--- src/rtl/wdt_pkg.sv ---
`timescale 1ns/1ps
package wdt_pkg;
    localparam int REG_AW = 8;
    localparam int REG_DW = 32;

    localparam logic [REG_AW-1:0] OFS_CFG  = 8'h00;
    localparam logic [REG_AW-1:0] OFS_CNT  = 8'h08;
    localparam logic [REG_AW-1:0] OFS_SCL  = 8'h10;
    localparam logic [REG_AW-1:0] OFS_FEED = 8'h18;
    localparam logic [REG_AW-1:0] OFS_KEY  = 8'h1C;
    localparam logic [REG_AW-1:0] OFS_CMP  = 8'h20;

    localparam logic [REG_DW-1:0] KEY_WORD  = 32'h0051_F15E;
    localparam logic [REG_DW-1:0] FEED_WORD = 32'h0D09_F00D;

    // configuration word bit positions (software-visible layout)
    localparam int B_RSTEN = 8;
    localparam int B_ZERO  = 9;
    localparam int B_ALW   = 12;
    localparam int B_AWAKE = 13;
    localparam int B_PEND  = 28;

    typedef enum logic {
        GATE_SHUT = 1'b0,
        GATE_OPEN = 1'b1
    } gate_e;
endpackage

--- src/rtl/wdt_unlock_fsm.sv ---
`timescale 1ns/1ps
module wdt_unlock_fsm
    import wdt_pkg::*;
(
    input  logic clk,
    input  logic rst_n,
    input  logic key_match,
    input  logic consume,
    output logic is_open
);
    gate_e state_q, state_d;

    always_comb begin
        state_d = state_q;
        unique case (state_q)
            GATE_SHUT: if (key_match) state_d = GATE_OPEN;
            GATE_OPEN: if (consume)   state_d = GATE_SHUT;
            default:                  state_d = GATE_SHUT;
        endcase
    end

    always_ff @(posedge clk or negedge rst_n) begin
        if (!rst_n) state_q <= GATE_SHUT;
        else        state_q <= state_d;
    end

    always_comb begin
        is_open = (state_q == GATE_OPEN);
    end

    assert_key_opens_R2: assert property (@(posedge clk) disable iff (!rst_n)
        (key_match && !is_open) |=> is_open);
    assert_single_use_R4: assert property (@(posedge clk) disable iff (!rst_n)
        consume |=> !is_open);
endmodule

--- src/rtl/wdt_count_core.sv ---
`timescale 1ns/1ps
module wdt_count_core #(
    parameter int CNT_W   = 31,
    parameter int CMP_W   = 16,
    parameter int SCALE_W = 4
) (
    input  logic               clk,
    input  logic               rst_n,
    input  logic               tick,
    input  logic               run,
    input  logic               load,
    input  logic [CNT_W-1:0]   load_val,
    input  logic               clear,
    input  logic               zero_on_hit,
    input  logic [SCALE_W-1:0] scale,
    input  logic [CMP_W-1:0]   cmp,
    output logic [CNT_W-1:0]   count,
    output logic [CMP_W-1:0]   scaled,
    output logic               hit
);
    localparam logic [CNT_W-1:0] ONE = CNT_W'(1);

    logic [CNT_W-1:0] count_d;

    assign scaled = CMP_W'(count >> scale);
    assign hit    = (scaled >= cmp);

    always_comb begin
        if (load)                    count_d = load_val;
        else if (clear)              count_d = '0;
        else if (hit && zero_on_hit) count_d = '0;
        else if (run && tick)        count_d = count + ONE;
        else                         count_d = count;
    end

    always_ff @(posedge clk or negedge rst_n) begin
        if (!rst_n) count <= '0;
        else        count <= count_d;
    end

    assert_hold_when_idle_R5: assert property (@(posedge clk) disable iff (!rst_n)
        (!run && !load && !clear && !(hit && zero_on_hit)) |=> $stable(count));
    assert_zero_on_hit_R12: assert property (@(posedge clk) disable iff (!rst_n)
        (hit && zero_on_hit && !load) |=> (count == '0));
endmodule

--- src/rtl/wdt_keylock.sv ---
`timescale 1ns/1ps
module wdt_keylock
    import wdt_pkg::*;
#(
    parameter int          CNT_W   = 31,
    parameter int          CMP_W   = 16,
    parameter int          SCALE_W = 4,
    parameter logic [15:0] CMP_RST = 16'hBEEF
) (
    input  logic              clk,
    input  logic              rst_n,
    input  logic              tick,
    input  logic              bus_we,
    input  logic [REG_AW-1:0] bus_addr,
    input  logic [REG_DW-1:0] bus_wdata,
    output logic [REG_DW-1:0] bus_rdata,
    output logic              irq,
    output logic              rst_req
);
    logic               is_open, key_match, consume, prot_sel;
    logic               wr_cfg, wr_cnt, wr_feed, wr_cmp;
    logic [SCALE_W-1:0] scale_q;
    logic               rsten_q, zero_q, alw_q, awake_q, pend_q, hit_q;
    logic [CMP_W-1:0]   cmp_q;
    logic [CNT_W-1:0]   count;
    logic [CMP_W-1:0]   scaled;
    logic               hit;

    always_comb begin
        prot_sel = (bus_addr == OFS_CFG) || (bus_addr == OFS_CNT) ||
                   (bus_addr == OFS_FEED) || (bus_addr == OFS_CMP);
        consume  = bus_we && is_open && prot_sel;
        wr_cfg   = consume && (bus_addr == OFS_CFG);
        wr_cnt   = consume && (bus_addr == OFS_CNT);
        wr_feed  = consume && (bus_addr == OFS_FEED);
        wr_cmp   = consume && (bus_addr == OFS_CMP);
        key_match = bus_we && (bus_addr == OFS_KEY) && (bus_wdata == KEY_WORD);
    end

    wdt_unlock_fsm u_gate (
        .clk       (clk),
        .rst_n     (rst_n),
        .key_match (key_match),
        .consume   (consume),
        .is_open   (is_open)
    );

    wdt_count_core #(.CNT_W(CNT_W), .CMP_W(CMP_W), .SCALE_W(SCALE_W)) u_core (
        .clk         (clk),
        .rst_n       (rst_n),
        .tick        (tick),
        .run         (alw_q || awake_q),
        .load        (wr_cnt),
        .load_val    (bus_wdata[CNT_W-1:0]),
        .clear       (wr_feed && (bus_wdata == FEED_WORD)),
        .zero_on_hit (zero_q),
        .scale       (scale_q),
        .cmp         (cmp_q),
        .count       (count),
        .scaled      (scaled),
        .hit         (hit)
    );

    always_ff @(posedge clk or negedge rst_n) begin
        if (!rst_n) begin
            scale_q <= '0;
            rsten_q <= 1'b0;
            zero_q  <= 1'b0;
            alw_q   <= 1'b0;
            awake_q <= 1'b0;
            pend_q  <= 1'b0;
            cmp_q   <= CMP_W'(CMP_RST);
            hit_q   <= 1'b0;
            rst_req <= 1'b0;
        end else begin
            if (wr_cfg) begin
                scale_q <= bus_wdata[SCALE_W-1:0];
                rsten_q <= bus_wdata[B_RSTEN];
                zero_q  <= bus_wdata[B_ZERO];
                alw_q   <= bus_wdata[B_ALW];
                awake_q <= bus_wdata[B_AWAKE];
            end
            if (wr_cmp) cmp_q <= bus_wdata[CMP_W-1:0];
            pend_q  <= hit || (wr_cfg ? bus_wdata[B_PEND] : pend_q);
            hit_q   <= hit;
            rst_req <= rsten_q && hit && !hit_q;
        end
    end

    assign irq = pend_q;

    always_comb begin
        bus_rdata = '0;
        unique case (bus_addr)
            OFS_CFG: begin
                bus_rdata[SCALE_W-1:0] = scale_q;
                bus_rdata[B_RSTEN]     = rsten_q;
                bus_rdata[B_ZERO]      = zero_q;
                bus_rdata[B_ALW]       = alw_q;
                bus_rdata[B_AWAKE]     = awake_q;
                bus_rdata[B_PEND]      = pend_q;
            end
            OFS_CNT:  bus_rdata = REG_DW'(count);
            OFS_SCL:  bus_rdata = REG_DW'(scaled);
            OFS_KEY:  bus_rdata = REG_DW'(is_open);
            OFS_CMP:  bus_rdata = REG_DW'(cmp_q);
            default:  bus_rdata = '0;
        endcase
    end

    assert_locked_cmp_R3: assert property (@(posedge clk) disable iff (!rst_n)
        (bus_we && !is_open && bus_addr == OFS_CMP) |=> $stable(cmp_q));
    assert_hit_pends_R9: assert property (@(posedge clk) disable iff (!rst_n)
        hit |=> irq);
    assert_rst_pulse_R11: assert property (@(posedge clk) disable iff (!rst_n)
        rst_req |=> !rst_req);
    assert_rst_gated_R11: assert property (@(posedge clk) disable iff (!rst_n)
        !rsten_q |=> !rst_req);
endmodule

--- config.mk ---
export PLATFORM = sky130hd
export DESIGN_NAME = wdt_keylock
export DESIGN_NICKNAME = d
export VERILOG_FILES = /design/src/rtl/wdt_pkg.sv /design/src/rtl/wdt_unlock_fsm.sv /design/src/rtl/wdt_count_core.sv /design/src/rtl/wdt_keylock.sv
export SDC_FILE = /design/constraint.sdc
export NUM_CORES = 1
export LEC_CHECK = 0
export ABC_AREA = 1
export BUFFER_PORTS_ARGS = -buffer_cell sky130_fd_sc_hd__buf_4
export CORE_UTILIZATION = 35
export CTS_BUF_LIST = sky130_fd_sc_hd__clkbuf_16
export CTS_CLUSTER_DIAMETER = 120
export DETAILED_ROUTE_END_ITERATION = 16
export PLACE_DENSITY_LB_ADDON = 0.15
export SYNTH_ARGS = -nofsm -noshare
export SYNTH_HDL_FRONTEND = slang
export SYNTH_SLANG_ARGS = --single-unit
--- constraint.sdc ---
create_clock -name clk -period 3.5 [get_ports clk]
set_input_delay 0 -clock clk [delete_from_list [all_inputs] [get_ports clk]]
set_output_delay 0 -clock clk [all_outputs]
set_load 0.02 [all_outputs]
==> After elaboration in Yosys (flattened, before gate mapping) <==
Cells that the tools add are included.
{ "op_classes": {"add_sub_neg": 1, "magnitude_cmp": 1, "n_eq_ne": 7, "n_shift": 1, "muxes": 16, "n_bitwise": 1, "reduce_logical": 21} }
{ "op_table": {"columns": ["cell", "n"], "rows": [
  ["two-way mux 31 bit", 4],
  ["case mux 14 bit (3 select lines)", 1],
  ["equality test 32 x 23 -> 1 bit, second input constant", 1],
  ["equality test 32 x 28 -> 1 bit, second input constant", 1],
  ["adder 31 x 1 -> 31 bit, second input constant", 1],
  [">> shifter 31 x 4 -> 16 bit", 1],
  ["equality test 8 x 5 -> 1 bit, second input constant", 3],
  ["case mux 4 bit (5 select lines)", 1],
  [">= comparator 16 bit", 1],
  ["case mux 2 bit (4 select lines)", 2],
  ["logical AND 1 bit", 13],
  ["case mux 4 bit (3 select lines)", 1],
  ["equality test 8 x 4 -> 1 bit, second input constant", 1],
  ["equality test 8 x 6 -> 1 bit, second input constant", 1],
  ["logical NOT 8 bit", 1],
  ["case mux 2 bit (3 select lines)", 1],
  ["logical OR 1 bit", 5],
  ["case mux 1 bit (2 select lines)", 2],
  ["nonzero test 4 bit", 1],
  ["two-way mux 1 bit", 3],
  ["two-way mux 2 bit", 1],
  ["logical NOT 1 bit", 1],
  ["NOT 1 bit", 1]
]} }
{ "word_totals": {"register_bits": 59, "in_bits": 44, "wordCells": 59} }

==> Depth between registers and ports, before layout <==
{ "logic_depth": {"word_depth": 9, "ltp_mapped": 25, "mapped_depth_nobuf": 23} }

==> Modules after synthesis <==
A second synthesis with hierarchy kept.
{ "hier_totals": {"cells_unflattened": 1092, "area_unflattened_um2": 6289.8} }
{ "modules_own_cells": {"columns": ["module", "instances", "cells_per_inst", "area_per_inst_um2", "seq_area_each_um2"], "rows": [
  ["wdt_count_core", 1, 772, 4096.4, 775.7],
  ["wdt_keylock", 1, 314, 2149.6, 691.9],
  ["wdt_unlock_fsm", 1, 6, 43.8, 25.0]
]} }

==> Worst setup path before layout <==
OpenSTA, ideal clock, no wires.
{ "synth_path": {"kind": "flip-flop to flip-flop", "from": "reg scale_q[1]", "to": "reg u_core.count[0]", "setup_time_ns": 0.067, "arrival_time_ns": 2.644, "slack_ns": 0.790, "path_stages_with_launch": 22, "n_path_buf": 3, "period_less_slack_ns": 2.710, "cell_sequence": "dfrtp_1 buf_4 inv_1 buf_4 o211ai_1 o21ai_0 o21ai_1 or2_1 and2_1 ha_1 nand2_1 inv_1 nand2_1 nand2_1 nor2_1 nand2_1 nand2_1 nand2_1 nand2_2 clkbuf_1 nand4_1 nand2_1"} }
{ "synth_via": {"elab_chain_cells": 6, "elab_cells_between_ends": 7, "cone_classes": "order compare: 1; shift: 1; mux: 3; reduce/logical: 2"} }
{ "synth_lines": {"columns": ["element", "line_no", "rtl"], "rows": [
  ["start, declared", "wdt_keylock.sv:22", "logic [SCALE_W-1:0] scale_q;"],
  ["start signal, assigned", "wdt_keylock.sv:77", "scale_q <= bus_wdata[SCALE_W-1:0];"],
  [">> shifter 31 x 4 -> 16 bit *", "wdt_count_core.sv:25", "assign scaled = CMP_W'(count >> scale);"],
  [">= comparator 16 bit *", "wdt_count_core.sv:26", "assign hit = (scaled >= cmp);"],
  ["named net hit", "wdt_keylock.sv:27", "logic hit;"],
  ["logical AND 1 bit *", "wdt_count_core.sv:31", "else if (hit && zero_on_hit) count_d = '0;"],
  ["two-way mux 31 bit", "wdt_count_core.sv:31", null],
  ["two-way mux 31 bit", "wdt_count_core.sv:30", "else if (clear) count_d = '0;"],
  ["two-way mux 31 bit", "wdt_count_core.sv:29", "if (load) count_d = load_val;"],
  ["end signal, assigned", "wdt_count_core.sv:38", "else count <= count_d;"],
  ["end, declared", "wdt_count_core.sv:17", "output logic [CNT_W-1:0] count,"]
]} }
The timed path passes the listed nets; every way through them passes the cells marked *.
A chain may end at the register's enable or synchronous reset.

==> Worst setup path after layout <==
{ "layout_path": {"from": "reg scale_q[0]", "to": "reg u_core.count[15]"} }
The elaborated chain is that of the path after synthesis.

==> impl_metrics.json <==
{
  "status": "completed",
  "yosys_warnings": 0,
  "synth_top_area_frac": 0.2282,
  "initial_core_util": 0.3598,
  "cp.required_ns": 3.76,
  "finalSetupViolations": 0,
  "hold_ws_ns": 0.004659,
  "die_area_um2": 17640,
  "peakVddDrop_mv": 0.2138,
  "crit_type": "reg2reg",
  "area_growth_pct": 24.13,
  "fin_crit_sh": 0.9285,
  "wl_per_cell_um": 16.94,
  "initialDrtViolationCount": 703,
  "nFillCells": 1831,
  "slew_headroom": 0.3516,
  "dp.cells": 1262,
  "ys_seq_area_frac": 0.2493,
  "setup_ws_ns": 0.2503,
  "htreeDepth": 3,
  "rsz0062_at_grt": "false",
  "grt_max_degree": 64,
  "endpoint_kind": "register",
  "timing.reg2reg.setup_slack_ns": 0.25,
  "coreArea_um2": 16640,
  "powerDensity_nw_per_um2": 239.5,
  "row_count": 47,
  "slew_viol_final": 0,
  "antenna_found_initial": 0,
  "cts_tree": "built",
  "multi_input_area_um2": 3786,
  "ys_top_cells_by_area": "nand2_1 23%, dfrtp_1 19%, inv_1 6.5%",
  "synth_cell_types": 45,
  "cap_violations": 0,
  "register_area_um2": 1493,
  "postCtsSetupBuffers": 0,
  "final_common_cell": "nand2_1",
  "syn_area_per_cell_um2": 6.067,
  "grtUsageTotal": 0.2517,
  "ys_ff_latch": 59,
  "yosysTopAreaCell": "nand2_1",
  "grt_pass1_wl_um": 34120,
  "worstMarginPinSlew_ns": 0.9703,
  "ctsRootBufferMaster": "clkbuf_16",
  "grt_overflow": 0,
  "pre_cts_slack_ns": 0.3025,
  "worst_clock_skew_ns": 0.01227,
  "nets": 1142,
  "r2r_end": "u_core.count[15]",
  "finalCriticalPeriod_ns": 3.250,
  "layout-drive-gt1-share": 0.1510,
  "clk_latency_ns": 0.33,
  "finalWeightedCongestion": 0.9060,
  "synth_nets": 1048,
  "crit_arrival_ns": 3.51,
  "n_antenna_cell": 0,
  "drt_pass1_iterations": 5,
  "wl_um": 22130,
  "fp.dieH_um": 132.8,
  "drcViolationCount": 0,
  "setup_tns_ns": 0,
  "clock_path_buffers": 2,
  "final_cell_mix": "364 x nand2_1, 105 x buf_4, 104 x inv_1, 71 x o21ai_0, 70 x nand3_1",
  "netlist_instances": 987,
  "hold_depth": 5,
  "final_cells": 1306,
  "final_util": 0.4467,
  "clk_pin_slew_ns": 0.05,
  "crit_fanout": 56,
  "vias": 6744,
  "viasPerCell": 5.164,
  "die_w_um": 132.8,
  "clock_sinks": 59,
  "ctsResizeCount": 0,
  "final_antenna_net_count": 0,
  "hpwl_um": 16980,
  "finalHoldViolCount": 0,
  "hp-class": "in2reg",
  "cellLeakagePower_uw": 0.003702,
  "ff2ff_path_depth": 18,
  "min-delay-start": "bus_wdata[18]",
  "cp-start-kind": "register",
  "hold_buffers": 28,
  "first_global_vias": 5952,
  "io_pins": 78,
  "max_freq_ghz": 0.3077,
  "r2r-start": "scale_q[0]",
  "io_buffers": 76,
  "netlist_area_um2": 5988,
  "min_to": "u_core.count[18]",
  "numCtsBuffers": 9
}
## synth_stat cells (all sizes together)
library cell	n
a21o	1
a21oi	18
a221oi	1
and2	5
and3	1
buf	39
clkbuf	15
clkinv	3
conb	1
dfrtp	46
dfstp	13
ha	17
inv	109
mux2i	11
nand2	374
nand3	71
nand3b	1
nand4	42
nor2	76
nor3	8
nor4	2
o211ai	11
o21a	4
o21ai	84
o21bai	1
o22ai	11
or2	3
xor2	19
## metal layers
metal	GRT usage	vias up	wire length (um)
li1	-	3374	-
met1	0.3788	3124	10620
met2	0.3822	235	9897
met3	0.02989	11	1409
met4	0.05109	0	202
met5	0	-	0
## worst max-delay path, cell delays in order (launching register included)
cell and delay, ns:
dfrtp_1 0.41, buf_12 0.19, o21ai_0 0.28, mux2i_1 0.17, o21ai_0 0.30, o21a_1 0.26, ha_1 0.28, nand2_1 0.06
inv_1 0.03, nor2_1 0.07, o21ai_0 0.09, a21oi_1 0.17, nand2_1 0.11, nand2_2 0.21, buf_12 0.22, nand3_1 0.10
nand2_1 0.09, nand2_1 0.05, nand2_1 0.05
## logic make-up (layout without fill, tap and decap cells)
logic type      Yosys count  after routing  share of synthesized area
fa+ha+maj                17             17                    0.03552
flops                    59             59                     0.2493
other cells               1              1                  0.0006262
compound gates          131            131                     0.1201
buf+inv                 166            265                     0.1191
simple gates            583            583                     0.4292
xor+xnor                 19             19                    0.02779
mux                      11             11                    0.01839
## report_power, final
group / switching (uW) / internal [uW] / leakage, uW / total, uW
Sequential: 2.64 / 687 / 0.000763 / 690
Combinational: 79.1 / 67.1 / 0.00278 / 146
Clock: 329 / 615 / 0.000156 / 945
## through the flow
stage,power (uW),cell area [um2]
after floorplan,745.1,5988
after global placement,822.5,6843
after detailed placement,823.5,6843
after CTS,1791,7433
after global routing,1831,7433
final,1781,7433
## area by class of cell
type	instances	share of cell area
Multi-Input combinational cell	762	0.5093
Sequential cell	59	0.2008
Timing Repair Buffer	137	0.1545
Inverter	112	0.05656
Tap cell	220	0.03703
Clock buffer	9	0.03030
Clock inverter	7	0.01145
## how the worst max path moves through the flow
stage	start	end	slack [ns]
floorplan	scale_q[1]	u_core.count[0]	0.79
global route	scale_q[0]	u_core.count[8]	0.05
detailed placement	scale_q[0]	u_core.count[5]	0.30
CTS	scale_q[0]	u_core.count[15]	0.29
global placement	scale_q[0]	u_core.count[23]	0.31
finish	scale_q[0]	u_core.count[15]	0.25
## state kept, by name, indices dropped and copies added, names as in the netlist
name / cells
u_gate.is_open: 1
rsten_q: 1
cmp_q: 16
alw_q: 1
hit_q: 1
zero_q: 1
u_core.count: 31
irq: 1
awake_q: 1
rst_req: 1
scale_q: 4
(Power assumes the default switching activity.)
